$ cat src/rtl/tap_pkg.sv
`timescale 1ns/1ps
package tap_pkg;
  typedef enum logic [3:0] {
    ST_TLR, ST_RTI,
    ST_SEL_DR, ST_CAP_DR, ST_SH_DR, ST_EX1_DR, ST_PA_DR, ST_EX2_DR, ST_UPD_DR,
    ST_SEL_IR, ST_CAP_IR, ST_SH_IR, ST_EX1_IR, ST_PA_IR, ST_EX2_IR, ST_UPD_IR
  } tap_state_e;

  localparam int IR_W = 3;
  localparam logic [IR_W-1:0] OP_EXTEST  = 3'b000;
  localparam logic [IR_W-1:0] OP_IDCODE  = 3'b001;
  localparam logic [IR_W-1:0] OP_SAMPLE  = 3'b100;
  localparam logic [IR_W-1:0] OP_HIGHZ   = 3'b101;
  localparam logic [IR_W-1:0] OP_CLAMP   = 3'b110;
  localparam logic [IR_W-1:0] IR_CAPTURE = 3'b001;
endpackage

$ cat src/rtl/tap_fsm.sv
`timescale 1ns/1ps
module tap_fsm
  import tap_pkg::*;
(
  input  logic       tck,
  input  logic       trst_n,
  input  logic       tms,
  output tap_state_e state
);
  tap_state_e nxt;

  always_comb begin
    case (state)
      ST_TLR:    nxt = tms ? ST_TLR    : ST_RTI;
      ST_RTI:    nxt = tms ? ST_SEL_DR : ST_RTI;
      ST_SEL_DR: nxt = tms ? ST_SEL_IR : ST_CAP_DR;
      ST_CAP_DR: nxt = tms ? ST_EX1_DR : ST_SH_DR;
      ST_SH_DR:  nxt = tms ? ST_EX1_DR : ST_SH_DR;
      ST_EX1_DR: nxt = tms ? ST_UPD_DR : ST_PA_DR;
      ST_PA_DR:  nxt = tms ? ST_EX2_DR : ST_PA_DR;
      ST_EX2_DR: nxt = tms ? ST_UPD_DR : ST_SH_DR;
      ST_UPD_DR: nxt = tms ? ST_SEL_DR : ST_RTI;
      ST_SEL_IR: nxt = tms ? ST_TLR    : ST_CAP_IR;
      ST_CAP_IR: nxt = tms ? ST_EX1_IR : ST_SH_IR;
      ST_SH_IR:  nxt = tms ? ST_EX1_IR : ST_SH_IR;
      ST_EX1_IR: nxt = tms ? ST_UPD_IR : ST_PA_IR;
      ST_PA_IR:  nxt = tms ? ST_EX2_IR : ST_PA_IR;
      ST_EX2_IR: nxt = tms ? ST_UPD_IR : ST_SH_IR;
      ST_UPD_IR: nxt = tms ? ST_SEL_DR : ST_RTI;
      default:   nxt = ST_TLR;
    endcase
  end

  always_ff @(posedge tck or negedge trst_n) begin
    if (!trst_n) state <= ST_TLR;
    else         state <= nxt;
  end
endmodule

$ cat src/rtl/tap_ir.sv
`timescale 1ns/1ps
module tap_ir
  import tap_pkg::*;
(
  input  logic            tck,
  input  logic            trst_n,
  input  logic            tdi,
  input  tap_state_e      state,
  output logic [IR_W-1:0] ir_shift,
  output logic [IR_W-1:0] ir_hold
);
  // shift stage: rising edge, LSB leaves first, TDI enters at the MSB
  always_ff @(posedge tck or negedge trst_n) begin
    if (!trst_n)                ir_shift <= IR_CAPTURE;
    else if (state == ST_CAP_IR) ir_shift <= IR_CAPTURE;
    else if (state == ST_SH_IR)  ir_shift <= {tdi, ir_shift[IR_W-1:1]};
  end

  // hold stage: falling edge, only in Update-IR or reset
  always_ff @(negedge tck or negedge trst_n) begin
    if (!trst_n)                 ir_hold <= OP_IDCODE;
    else if (state == ST_TLR)    ir_hold <= OP_IDCODE;
    else if (state == ST_UPD_IR) ir_hold <= ir_shift;
  end
endmodule

$ cat src/rtl/tap_dr.sv
`timescale 1ns/1ps
module tap_dr #(
  parameter int              ID_W     = 32,
  parameter logic [ID_W-1:0] ID_VALUE = 32'h2B6E_301D
) (
  input  logic tck,
  input  logic trst_n,
  input  logic tdi,
  input  logic capture,
  input  logic shift,
  input  logic sel_id,
  input  logic sel_byp,
  output logic byp_bit,
  output logic id_bit
);
  logic [ID_W-1:0] id_q;

  always_ff @(posedge tck or negedge trst_n) begin
    if (!trst_n)                byp_bit <= 1'b0;
    else if (capture && sel_byp) byp_bit <= 1'b0;
    else if (shift && sel_byp)   byp_bit <= tdi;
  end

  always_ff @(posedge tck or negedge trst_n) begin
    if (!trst_n)                id_q <= ID_VALUE;
    else if (capture && sel_id)  id_q <= ID_VALUE;
    else if (shift && sel_id)    id_q <= {tdi, id_q[ID_W-1:1]};
  end

  assign id_bit = id_q[0];
endmodule

$ cat src/rtl/tap_port_ctrl.sv
`timescale 1ns/1ps
module tap_port_ctrl
  import tap_pkg::*;
#(
  parameter int              ID_W     = 32,
  parameter logic [ID_W-1:0] ID_VALUE = 32'h2B6E_301D
) (
  input  logic tck,
  input  logic trst_n,
  input  logic tms,
  input  logic tdi,
  input  logic bs_so,
  output logic tdo,
  output logic tdo_oe,
  output logic bsr_sel,
  output logic idcode_sel,
  output logic bypass_sel,
  output logic extest_mode,
  output logic highz_mode,
  output logic clamp_mode,
  output logic core_reset_req,
  output logic bs_capture,
  output logic bs_shift,
  output logic bs_update
);
  tap_state_e      cur_state;
  logic [IR_W-1:0] ir_shift_q;
  logic [IR_W-1:0] ir_hold_q;
  logic            dr_capture, dr_shift, dr_update;
  logic            byp_bit, id_bit, tdo_nxt, oe_nxt;

  tap_fsm u_fsm (.tck(tck), .trst_n(trst_n), .tms(tms), .state(cur_state));

  tap_ir u_ir (
    .tck(tck), .trst_n(trst_n), .tdi(tdi), .state(cur_state),
    .ir_shift(ir_shift_q), .ir_hold(ir_hold_q)
  );

  // instruction decode; codes without a meaning fall to bypass
  always_comb begin
    bsr_sel     = 1'b0;
    idcode_sel  = 1'b0;
    bypass_sel  = 1'b0;
    extest_mode = 1'b0;
    highz_mode  = 1'b0;
    clamp_mode  = 1'b0;
    case (ir_hold_q)
      OP_EXTEST: begin bsr_sel = 1'b1; extest_mode = 1'b1; end
      OP_SAMPLE: bsr_sel = 1'b1;
      OP_IDCODE: idcode_sel = 1'b1;
      OP_HIGHZ:  begin bypass_sel = 1'b1; highz_mode = 1'b1; end
      OP_CLAMP:  begin bypass_sel = 1'b1; clamp_mode = 1'b1; end
      default:   bypass_sel = 1'b1;
    endcase
  end

  assign core_reset_req = extest_mode | highz_mode | clamp_mode;

  assign dr_capture = (cur_state == ST_CAP_DR);
  assign dr_shift   = (cur_state == ST_SH_DR);
  assign dr_update  = (cur_state == ST_UPD_DR);
  assign bs_capture = dr_capture & bsr_sel;
  assign bs_shift   = dr_shift & bsr_sel;
  assign bs_update  = dr_update & bsr_sel;

  tap_dr #(.ID_W(ID_W), .ID_VALUE(ID_VALUE)) u_dr (
    .tck(tck), .trst_n(trst_n), .tdi(tdi),
    .capture(dr_capture), .shift(dr_shift),
    .sel_id(idcode_sel), .sel_byp(bypass_sel),
    .byp_bit(byp_bit), .id_bit(id_bit)
  );

  // output mux, retimed to the falling edge
  always_comb begin
    tdo_nxt = 1'b0;
    oe_nxt  = 1'b0;
    if (cur_state == ST_SH_IR) begin
      tdo_nxt = ir_shift_q[0];
      oe_nxt  = 1'b1;
    end else if (cur_state == ST_SH_DR) begin
      oe_nxt = 1'b1;
      if (bsr_sel)         tdo_nxt = bs_so;
      else if (idcode_sel) tdo_nxt = id_bit;
      else                 tdo_nxt = byp_bit;
    end
  end

  always_ff @(negedge tck or negedge trst_n) begin
    if (!trst_n) begin
      tdo    <= 1'b0;
      tdo_oe <= 1'b0;
    end else begin
      tdo    <= tdo_nxt;
      tdo_oe <= oe_nxt;
    end
  end
endmodule

$ cat config.mk
export PLATFORM = sky130hd
export DESIGN_NAME = tap_port_ctrl
export DESIGN_NICKNAME = d
export VERILOG_FILES = /design/src/rtl/tap_pkg.sv /design/src/rtl/tap_fsm.sv /design/src/rtl/tap_ir.sv /design/src/rtl/tap_dr.sv /design/src/rtl/tap_port_ctrl.sv
export SDC_FILE = /design/constraint.sdc
export NUM_CORES = 1
export LEC_CHECK = 0
export BUFFER_PORTS_ARGS = -buffer_cell sky130_fd_sc_hd__buf_2
export CAP_MARGIN = 20
export CORE_ASPECT_RATIO = 1.2
export CORE_MARGIN = 2
export CORE_UTILIZATION = 60
export CTS_CLUSTER_SIZE = 40
export DETAILED_ROUTE_END_ITERATION = 16
export HOLD_SLACK_MARGIN = 0.03
export MAX_ROUTING_LAYER = met4
export PLACE_DENSITY = 0.79
export SLEW_MARGIN = 20
export SYNTH_ARGS = -nofsm -noshare
export SYNTH_HDL_FRONTEND = slang
export SYNTH_HIERARCHICAL = 1
export SYNTH_SLANG_ARGS = --single-unit
$ cat constraint.sdc
create_clock -name tck -period 2.1 [get_ports tck]
set_clock_uncertainty 0.05 [all_clocks]
set_input_delay 0.315 -clock tck [delete_from_list [all_inputs] [get_ports tck]]
set_output_delay 0.315 -clock tck [all_outputs]
set_load 0.02 [all_outputs]
== Yosys cells after proc, flatten, opt, wreduce, memory -nomap -nowiden ==
Cells that the tools add are included.
Word-level totals
  register bits after elaboration: 45
  latch bits: 0
  bits in writable memories: 0
  bits in read-only memories: 0
  input bits: 5
  output and inout bits: 12
  logic and storage cells: 79
  memories: 0
Operators by class
  add/sub/neg operators: 0
  $mul: 0
  div/mod/pow operators: 0
  magnitude comparators: 0
  equality and inequality tests: 19
  shift operators: 0
  multiplexer cells: 33
  bitwise logic cells: 5
  reduce and logical (&&, ||, !) cells: 15
Operators by type and width (number)
  2-to-1 mux 32 bit: 2
  case mux 4 bit (12 select lines): 1
  == test 4 bit, second input constant: 8
  2-to-1 mux 3 bit: 6
  2-to-1 mux 1 bit: 17
  == test 4 x 3 -> 1 bit, second input constant: 4
  2-to-1 mux 4 bit: 4
  == test 3 bit, second input constant: 3
  == test 4 x 2 -> 1 bit, second input constant: 2
  nonzero test 2 bit: 4
  2-to-1 mux 2 bit: 3
  OR reduction 2 bit: 3
  OR reduction 3 bit: 2
  == test 4 x 1 -> 1 bit, second input constant: 1
  logical AND 1 bit: 4
  logical NOT 4 bit: 1
  bitwise AND 1 bit: 3
  == test 3 x 1 -> 1 bit, second input constant: 1
  logical NOT 3 bit: 1
  OR 1 bit: 2

== Logic depth before layout (Yosys ltp) ==
Gate-level depths: netlist (run 1).
  word-level depth: 6
  mapped depth: 6
  mapped depth without buffers: 5

== Modules after synthesis ==
Netlist (run 1), hierarchy kept.
By module, submodules not included
  tap_dr: times used 1, cells an instance 167, area each 1796.7 µm², sequential area each 844.6 µm²
  tap_fsm: times used 1, cells an instance 37, area each 314.1 µm², sequential area each 100.1 µm²
  tap_ir: times used 1, cells an instance 30, area each 285.3 µm², sequential area each 152.6 µm²
  tap_port_ctrl: times used 1, cells an instance 28, area each 207.7 µm², sequential area each 50.0 µm²

==> impl_metrics.csv, run 1 <==
group,metric,value,unit
floorplanning,rows,26,
logic_synthesis,ys.flop_type,"dfrtp_1",
clock_tree,clock_latency,0.36,ns
logic_synthesis,synth-simple-area-share,0.2609,
clock_tree,numCtsBuffers,5,
floorplanning,fp.dieW,64.14,um
clock_tree,cts_root_buf,"clkbuf_8",
floorplanning,initial_core_util,0.6157,
run,cap_viol_max_count,0,
route,vias,2520,
logic_synthesis,syn_inst,262,
clock_tree,cts.htree.levels,2,
floorplanning,ios,17,
logic_synthesis,synth_edf_count,0,
floorplanning,die_h,76.16,um
sta,setup_slack,-0.8736,ns
floorplanning,coreArea,4229,um^2
logic_synthesis,synth_compound_area_frac,0.2100,
route,drc,0,
logic_synthesis,ys_warn_count,6,
global_route,track_usage,0.3534,
cells_and_area,drive_gt1_frac,0.5877,
setup_path,worst_setup_path_start_kind,"flop",
logic_synthesis,async_flop_share,1.000,
global_route,grt_max_degree,37,
logic_synthesis,syn_avg_cell_area,9.938,um^2
setup_path,cp-end-kind,"primary output",
sta,hold-worst-slack,0.2359,ns
sta,rsz0062_at_grt,"true",
cells_and_area,area_delta_synth_final,49.88,%
sta,slew_violations,0,
logic_synthesis,synth_top_family_by_area,"simple AND/OR/NAND/NOR gates",
logic_synthesis,synth.cell_area,2604,um^2
sta,setup_violations,50,
logic_synthesis,synth.distinct_cells,50,
placement,numPortBuffers,16,
route,drt_iter0_markers,239,
cells_and_area,final_common_cell,"buf_4",
sta,timing_hold_violations_final,0,
global_route,grt_antenna_before_repair,0,
logic_synthesis,synth-adder-area-share,0,
route,via_per_inst,6.614,
clock_tree,cts_sinks,45,
logic_synthesis,seq_area_frac_synth,0.4407,
route,wl_per_cell,24.00,um
run_status,violations,"negative setup slack",
setup_path,worst-path-max-fanout,4,
clock_tree,cts_tree,"yes",
hold_path,hp-class,"in2reg",
route,antenna_left,0,
global_route,grt_pass1_vias,2579,
logic_synthesis,synth_mux_area_frac,0,
cells_and_area,fill_cells,146,
setup_path,cp.required,1.74,ns
cells_and_area,layout_common_cells,"buf_4, buf_6, inv_1",
global_route,grt_pass1_wl,12920,um
route,dr.pass1.iters,5,
placement,gp_congestion,0.7537,
clock_tree,ctsLongestPathBuffers,2,
run_status,outcome,"finished with violations",
logic_synthesis,synth-seq-cells,45,
setup_path,critical_path_class,"reg2out",
cells_and_area,diodes,0,
sta,setup_tns,-33.99,ns
placement,dp_hpwl,3732,um
sta,worstMarginPinSlew,0.5635,ns
clock_tree,path_clk_slew,0.09,ns
route,drt_wl_total,9144,um
logic_synthesis,synth_xor_area_frac,0.003364,
sta,slew_headroom,0.6244,
setup_path,arrival,2.61,ns
floorplanning,dieArea,4885,um^2
logic_synthesis,syn_nets,267,
cells_and_area,nNetsFinal,329,
global_route,grt_overflow,0,
final timing paths:
path / slack, ns / startpoint / endpoint / cells after the start
worst max register to register: -0.83 / u_ir/ir_hold[0]$_DFFE_NN1P_ / u_dr/id_q[28]$_DFFE_PN0P_ / 9
worst min-delay path: 0.24 / tms / u_fsm/state[0]$_DFF_PN0_ / 2
worst max-delay path: -0.87 / u_ir/ir_hold[0]$_DFFE_NN1P_ / core_reset_req / 4
min in group asynchronous: 0.43 / trst_n / u_dr/id_q[7]$_DFFE_PN0P_ / 2
max in group asynchronous: 0.24 / trst_n / tdo_oe$_DFF_NN0_ / 3
worst min register to register: 0.51 / u_ir/ir_shift[0]$_DFFE_PN1P_ / u_ir/ir_shift[0]$_DFFE_PN1P_ / 2
sequential cells by signal (all words and copies together), names as in the netlist:
| signal | count |
|---|---|
| tdo | 1 |
| tdo_oe | 1 |
| u_dr/byp_bit | 1 |
| u_dr/id_q | 32 |
| u_fsm/state | 4 |
| u_ir/ir_hold | 3 |
| u_ir/ir_shift | 3 |
final cells by class:
| type | count | area (um^2) | share of cell area |
|---|---|---|---|
| multi-input combinational | 175 | 1659 | 0.4251 |
| tap | 56 | 70.07 | 0.01795 |
| clock inverter | 2 | 33.78 | 0.008657 |
| clock buffer | 7 | 86.33 | 0.02212 |
| timing repair buffer | 74 | 810.8 | 0.2078 |
| inverter | 22 | 90.09 | 0.02308 |
| sequential | 45 | 1152 | 0.2953 |
per-layer routing:
metal / routed length [um] / up-vias / global-route usage
met5: 0 / - / -
met4: 454 / 0 / 0.2149
met3: 519 / 42 / 0.05908
met2: 4833 / 135 / 0.5833
met1: 3336 / 1267 / 0.3961
li1: - / 1076 / -
critical path, cell delays in order, from the launching register on:
cell and delay [ns]:
dfstp_2 0.56, buf_6 0.12, and3b_2 0.23, o21bai_4 0.17
buf_6 0.13
timing repair:
item / CTS / global route
buffers inserted: 13 / 10
cloned: 7 / 0
endpoints found under the setup margin: 50 / 50
endpoints found under the hold margin: 3 / 0
gates resized for setup: 63 / 55
pin swaps: 32 / 18
hold buffers: 1 / 0
metrics by stage:
stage          worst slack [ns]  instance area, um^2  utilization  cells
2_1_floorplan           -0.6794                 2656            -    262
4_1_cts                 -0.8173                 3700       0.8749    378
3_5_place_dp            -0.4772                 2942       0.6956    349
6_report                -0.8736                 3902       0.9228    381
3_3_place_gp            -0.4445                 2942       0.6956    349
5_1_grt                 -0.9128                 3902       0.9228    381
logic make-up (layout without fill, tap and decap cells):
| kind of cell | after synthesis | in the layout |
|---|---|---|
| AO/OA/AOI/OAI | 61 | 61 |
| XOR/XNOR | 1 | 1 |
| buffers and inverters | 42 | 105 |
| flip-flops | 45 | 45 |
| AND/OR/NAND/NOR | 113 | 113 |
synthesized netlist by cell type, types with 2 or more instances:
master    number  area (um^2)
dfrtp_1       24        600.6
inv_1         22        82.58
nand2b_1      18        112.6
dfstp_2       17        446.7
nand3_1       17        85.08
or2_2         16        100.1
o311a_1       15        150.1
or3_1         15        93.84
o221ai_2      10        150.1
nor2_1         9        33.78
a21oi_1        8        40.04
nand2_1        8        30.03
o21ai_0        8        40.04
clkbuf_1       7        26.28
o221ai_1       7        61.31
buf_6          5        56.30
dfrtn_1        4        100.1
nor3_1         4        20.02
buf_4          3        22.52
nor2b_1        3        18.77
nor3b_1        3        22.52
o22ai_1        3        18.77
or2_1          3        18.77
a211o_1        2        17.52
and2b_2        2        17.52
and3b_1        2        17.52
and4b_1        2        20.02
buf_2          2        10.01
nor4_1         2        12.51
Power of run 1 is left out: the tool's default activity adds up to more than one toggle a clock period on the data nets, which glitch-free logic cannot reach.
==> run 2: changes to the inputs <==
CORE_UTILIZATION = 59   (was 60)
PLACE_DENSITY = 0.78   (was 0.79)
SYNTH_HIERARCHICAL = unset   (was 1)
==> impl_metrics.csv, run 2 <==
group,metric,value,unit
floorplanning,rows,24,
logic_synthesis,syn_inst,247,
cells_and_area,reg_top3,"u_dr.id_q (32), u_fsm.state (4)",
power,p_leak,1.485,nW
floorplanning,dieArea,4366,um^2
placement,dp_hpwl,3273,um
logic_synthesis,yosys-top-cells-count,"nand2_1, nor2_1, o21ai_2",
setup_path,crit_chain,"buf_6, and3_4, a21o_1, buf_6",
logic_synthesis,post-synth-top-count-cell,"nand2_1",
global_route,grt_max_degree,21,
route,wl_per_cell,22.64,um
global_route,grt_pass1_vias,2072,
sta,worstMarginPinSlew,0.3669,ns
cells_and_area,nNetsFinal,301,
cells_and_area,top_register,"u_dr.id_q",
logic_synthesis,async_flop_share,1.000,
route,drt_wl_total,7902,um
clock_tree,clock_latency,0.37,ns
setup_path,critical_path_class,"reg2out",
global_route,grt_overflow,0,
cells_and_area,diodes,0,
setup_path,arrival,2.53,ns
setup_path,worst-path-max-fanout,4,
cells_and_area,drive_gt1_frac,0.5791,
floorplanning,fp.dieW,60.65,um
hold_path,hp-class,"in2reg",
clock_tree,ctsLongestPathBuffers,2,
logic_synthesis,seq_area_frac_synth,0.5050,
cells_and_area,final_common_cell,"buf_4",
setup_path,worst_setup_path_start_kind,"flop",
global_route,track_usage,0.3258,
route,drt_iter0_markers,201,
sta,setup_violations,50,
logic_synthesis,syn_avg_cell_area,9.199,um^2
logic_synthesis,synth.cell_area,2272,um^2
sta,rsz0062_at_grt,"true",
global_route,grt_pass1_wl,10010,um
power,p_per_area,1715,nW/um^2
logic_synthesis,synth_area_leader_cell,"dfrtp_1",
cells_and_area,area_delta_synth_final,47.41,%
logic_synthesis,synth_top_area_share,0.2643,
clock_tree,cts_tree,"yes",
cells_and_area,postLayoutCellArea,3349,um^2
logic_synthesis,syn_nets,252,
cells_and_area,stdcell_count,349,
logic_synthesis,synth_edf_count,0,
sta,timing_hold_violations_final,0,
setup_path,cp_common_cell,"buf_6",
cells_and_area,fill_cells,145,
clock_tree,cts_root_buf,"clkbuf_8",
sta,setup_slack,-0.7972,ns
placement,numPortBuffers,16,
logic_synthesis,synth.distinct_cells,42,
cells_and_area,final_util,0.9143,
floorplanning,initial_core_util,0.6202,
clock_tree,cts_sinks,45,
route,dr.pass1.iters,5,
route,vias,2129,
floorplanning,coreArea,3664,um^2
logic_synthesis,synthTopCellsByArea,"dfrtp_1, dfstp_2, o21ai_2",
cells_and_area,largest_register_ffs,32,
setup_path,critical-path-top-delay-family,"flip-flops",
placement,dp_cells,323,
floorplanning,ios,17,
route,drc,0,
sta,slew_headroom,0.7554,
logic_synthesis,ys.flop_type,"dfrtp_1",
run_status,outcome,"finished with violations",
clock_tree,cts.htree.levels,2,
sta,slew_violations,0,
run,cap_viol_max_count,0,
placement,place_area,2633,um^2
placement,gp_congestion,0.8116,
run_status,violations,"negative setup slack",
setup_path,cp-end-kind,"primary output",
placement,place_ws,-0.4913,ns
route,via_per_inst,6.100,
setup_path,cpMaxStageDelayCell,"dfstp_2",
setup_path,cp.required,1.74,ns
floorplanning,die_h,71.98,um
clock_tree,path_clk_slew,0.09,ns
setup_path,cp_num_buf_inv,2,
route,antenna_left,0,
setup_path,slowest_delay,0.58,ns
cells_and_area,layout_common_cells,"buf_4, nand2_1, o21ai_2",
logic_synthesis,ys_warn_count,0,
logic_synthesis,synth-seq-cells,45,
sta,setup_tns,-30.79,ns
clock_tree,numCtsBuffers,5,
power,ir_worst_vdd,0.001391,V
global_route,grt_antenna_before_repair,0,
run 2: cell types whose count changed in the layout (fill, tap and decap cells not counted), sizes merged, moves of 17 or more:
cell	before	now
o221ai	17	0
or2	19	2
nor2	9	26
nand2	9	58
o21ai	8	41
run 2: worst reg2reg max path, delay by kind of cell, from the launching register on:
family	cells	cell delay [ns]
flip-flops	1	0.58
buffers and inverters	1	0.14
AND/OR/NAND/NOR	1	0.26
AO/OA/AOI/OAI	1	0.32
multiplexers	1	0.29
run 2: per-stage QoR:
stage               power (mW)  hold slack (ns)
finish                   5.746           0.2282
global route             5.964           0.2142
CTS                      5.006           0.2295
detailed placement       3.555           0.1565
global placement         3.467           0.1596
floorplan                3.136         -0.03059
run 2: cell type report:
type	instances	area, um^2	area share
Clock inverter	3	38.79	0.01158
Sequential cell	45	1150	0.3433
Inverter	7	31.28	0.009339
Clock buffer	6	72.57	0.02167
Timing Repair Buffer	62	663.1	0.1980
Tap cell	52	65.06	0.01942
Multi-Input combinational cell	174	1329	0.3967
run 2: timing repair:
action	4_1_cts	5_1_grt
gates cloned	6	1
endpoints found under the setup margin	50	50
hold endpoints to repair	3	0
hold buffers	1	0
gates resized for setup	43	63
setup buffers	7	7
pin swaps	8	28
run 2: cell families (layout without fill, tap and decap cells):
kind of cell / after synthesis / after routing / share of synthesized area
muxes: 2 / 2 / 0.01156
AOI/OAI and AO/OA: 62 / 63 / 0.1949
buffers and inverters: 29 / 78 / 0.07434
xor gates and xnor gates: 2 / 2 / 0.007711
and+or+nand+nor: 107 / 107 / 0.2065
DFF: 45 / 45 / 0.5050
run 2: final timing paths:
check	from	endpoint	slack (ns)	cells after the start
worst max-delay path	u_ir.ir_hold[0]$_DFFE_NN1P_	core_reset_req	-0.80	4
worst min-delay path	tdi	u_ir.ir_shift[2]$_DFFE_PN0N_	0.23	3
worst max register to register	u_ir.ir_hold[0]$_DFFE_NN1P_	u_dr.id_q[31]$_DFFE_PN0P_	-0.74	4
worst min register to register	u_dr.id_q[29]$_DFFE_PN1P_	u_dr.id_q[29]$_DFFE_PN1P_	0.43	2
max in group asynchronous	trst_n	u_ir.ir_hold[0]$_DFFE_NN1P_	0.34	2
min in group asynchronous	trst_n	u_dr.id_q[31]$_DFFE_PN0P_	0.36	2
run 2: power breakdown:
| part | internal (mW) | switching, mW |
|---|---|---|
| Combinational | 1.56 | 1.81 |
| Clock | 0.355 | 0.331 |
| Sequential | 1.31 | 0.374 |
| Total | 3.23 | 2.52 |
run 2: per-layer routing:
layer  vias to the layer above  share of wire  wire length [um]  GRT usage
li1                        918              -                 -          -
met1                      1090           0.38              2966     0.3380
met2                        90           0.54              4280     0.5687
met3                        31          0.046               360    0.06417
met4                         0          0.037               294     0.1643
met5                         -              0                 0          -
No activity file was read; power rests on OpenSTA's default activity.
==> run 3: changes to the inputs <==
CELL_PAD_IN_SITES_DETAIL_PLACEMENT = 0   (was unset)
CELL_PAD_IN_SITES_GLOBAL_PLACEMENT = 2   (was unset)
CORE_UTILIZATION = 37   (was 59)
PLACE_DENSITY = unset   (was 0.78)
PLACE_DENSITY_LB_ADDON = 0.1   (was unset)
==> impl_metrics.csv, run 3 (same netlist as run 2, synthesis figures left out) <==
group,metric,value,unit
setup_path,worst-path-max-fanout,4,
cells_and_area,diodes,0,
clock_tree,cts.htree.levels,2,
setup_path,worstReg2RegStart,"u_ir.ir_hold[0]$_DFFE_NN1P_",
setup_path,critical-path-top-delay-family,"flip-flops",
floorplanning,die_h,89.85,um
global_route,grt_max_degree,30,
placement,numPortBuffers,16,
sta,setup_violations,50,
setup_path,crit_chain,"buf_6, and3_4, a21o_1, buf_6",
clock_tree,cts_tree,"yes",
sta,setup_slack,-0.7001,ns
run_status,violations,"negative setup slack",
cells_and_area,area_delta_synth_final,47.41,%
cells_and_area,layout_common_cells,"o21ai_2, buf_4, nand2_1",
setup_path,r2r-end,"u_dr.id_q[31]$_DFFE_PN0P_",
setup_path,slowest_delay,0.54,ns
setup_path,critical_path_class,"reg2out",
power,p_per_area,1608,nW/um^2
clock_tree,cts_root_buf,"clkbuf_8",
sta,slew_headroom,0.7506,
setup_path,cp-end-kind,"primary output",
global_route,grt_overflow,0,
cells_and_area,reg_top3,"u_dr.id_q (32), u_fsm.state (4)",
route,dr.pass1.iters,5,
cells_and_area,fill_cells,552,
clock_tree,clock_latency,0.36,ns
placement,dp_cells,354,
route,wl_per_cell,14.46,um
hold_path,hp-class,"in2reg",
clock_tree,path_clk_slew,0.09,ns
floorplanning,fp.dieW,75.54,um
run,cap_viol_max_count,0,
global_route,grt_pass1_vias,1974,
floorplanning,ios,17,
route,drt_wl_total,5479,um
cells_and_area,final_common_cell,"o21ai_2",
setup_path,cp_common_cell,"buf_6",
sta,worstMarginPinSlew,0.3740,ns
cells_and_area,stdcell_count,379,
cells_and_area,top_register,"u_dr.id_q",
setup_path,cp_num_buf_inv,2,
route,wl_met3,132,um
hold_path,hold_end,"u_ir.ir_shift[2]$_DFFE_PN0N_",
clock_tree,cts_sinks,45,
placement,gp_congestion,0.7539,
floorplanning,rows,31,
route,drc,0,
placement,dp_hpwl,3326,um
floorplanning,coreArea,5973,um^2
floorplanning,dieArea,6786,um^2
cells_and_area,final_util,0.5607,
placement,place_ws,-0.4790,ns
power,ir_worst_vdd,0.0006173,V
route,highest_layer,"met4",
hold_path,hold_path.startpoint,"tdi",
clock_tree,ctsLongestPathBuffers,2,
floorplanning,initial_core_util,0.3804,
global_route,grt_antenna_before_repair,0,
cells_and_area,largest_register_ffs,32,
clock_tree,numCtsBuffers,5,
run_status,outcome,"finished with violations",
route,wl_met1,2443,um
sta,timing_hold_violations_final,0,
power,p_leak,1.488,nW
route,met2_length,2832,um
route,vias,1865,
setup_path,worst_setup_path_start_kind,"flop",
route,antenna_left,0,
setup_path,cp.required,1.74,ns
sta,rsz0062_at_grt,"true",
route,via_per_inst,4.921,
setup_path,reg2regPathDepth,4,
hold_path,holdPathStages,3,
route,drt_iter0_markers,77,
global_route,track_usage,0.1880,
cells_and_area,drive_gt1_frac,0.5825,
setup_path,arrival,2.44,ns
cells_and_area,nNetsFinal,301,
setup_path,cpMaxStageDelayCell,"dfstp_2",
setup_path,r2r_setup_slack,-0.67,ns
global_route,grt_pass1_wl,9660,um
sta,slew_violations,0,
[run 3: cell types whose count changed in the layout (fill, tap and decap cells not counted), moves of 3 or more]
cell / before / now
o21ai_2: 25 / 32
o21ai_4: 7 / 0
buf_12: 6 / 3
nand2_2: 11 / 8
nand2_4: 20 / 23
[run 3: worst min-delay path, cell delays in order]
cell and delay [ns]:
buf_2 0.11, nand2_1 0.05, o21ai_0 0.07
[run 3: worst max-delay path by stage]
stage                                            from                        end  slack [ns]  depth (start not counted)
after floorplan           u_ir.ir_hold[0]$_DFFE_NN1P_  u_dr.id_q[31]$_DFFE_PN0P_       -0.63                          4
after global placement    u_ir.ir_hold[1]$_DFFE_NN0P_                  bs_update       -0.45                          3
after detailed placement  u_ir.ir_hold[1]$_DFFE_NN0P_  u_dr.id_q[14]$_DFFE_PN0P_       -0.48                          6
after CTS                 u_ir.ir_hold[0]$_DFFE_NN1P_             core_reset_req       -0.69                          4
after global routing      u_ir.ir_hold[0]$_DFFE_NN1P_             core_reset_req       -0.76                          4
final                     u_ir.ir_hold[0]$_DFFE_NN1P_             core_reset_req       -0.70                          4
[run 3: final cells by class]
type	count	area, um^2	share of cell area
inverters	7	31.28	0.009339
well taps	82	102.6	0.03063
repair buffers	62	690.7	0.2062
flip-flops and latches	45	1150	0.3433
multi-input cells	174	1281	0.3825
clock buffers	5	68.82	0.02055
clock inverters	4	25.02	0.007471
[run 3: through the flow]
step                hold slack (ns)  total power [mW]  area [um^2]  setup TNS, ns
detailed placement           0.1637             3.563         2653         -19.07
floorplan                  -0.03059             3.136         2412         -22.40
finish                       0.2320             5.385         3349         -27.86
global placement             0.1660             3.552         2653         -18.24
global route                 0.2479             5.767         3349         -30.86
CTS                          0.2247             5.522         3359         -26.41
[run 3: report_power, final]
group / internal, mW / switching [mW] / total (mW)
Clock: 0.239 / 0.321 / 0.560
Combinational: 1.65 / 1.54 / 3.18
Sequential: 1.31 / 0.334 / 1.64
[run 3: repair_timing]
action / 4_1_cts / 5_1_grt
hold endpoints to repair: 4 / 0
pin swaps: 31 / 9
cloned: 10 / 0
setup endpoints to repair: 50 / 50
hold buffers: 1 / 0
gates resized for setup: 87 / 18
setup buffers: 8 / 1
[run 3: layer usage]
layer / vias to the layer above / global-route usage
li1: 927 / -
met1: 899 / 0.2471
met2: 33 / 0.2971
met3: 6 / 0.03251
met4: 0 / 0.04971
met5: - / -
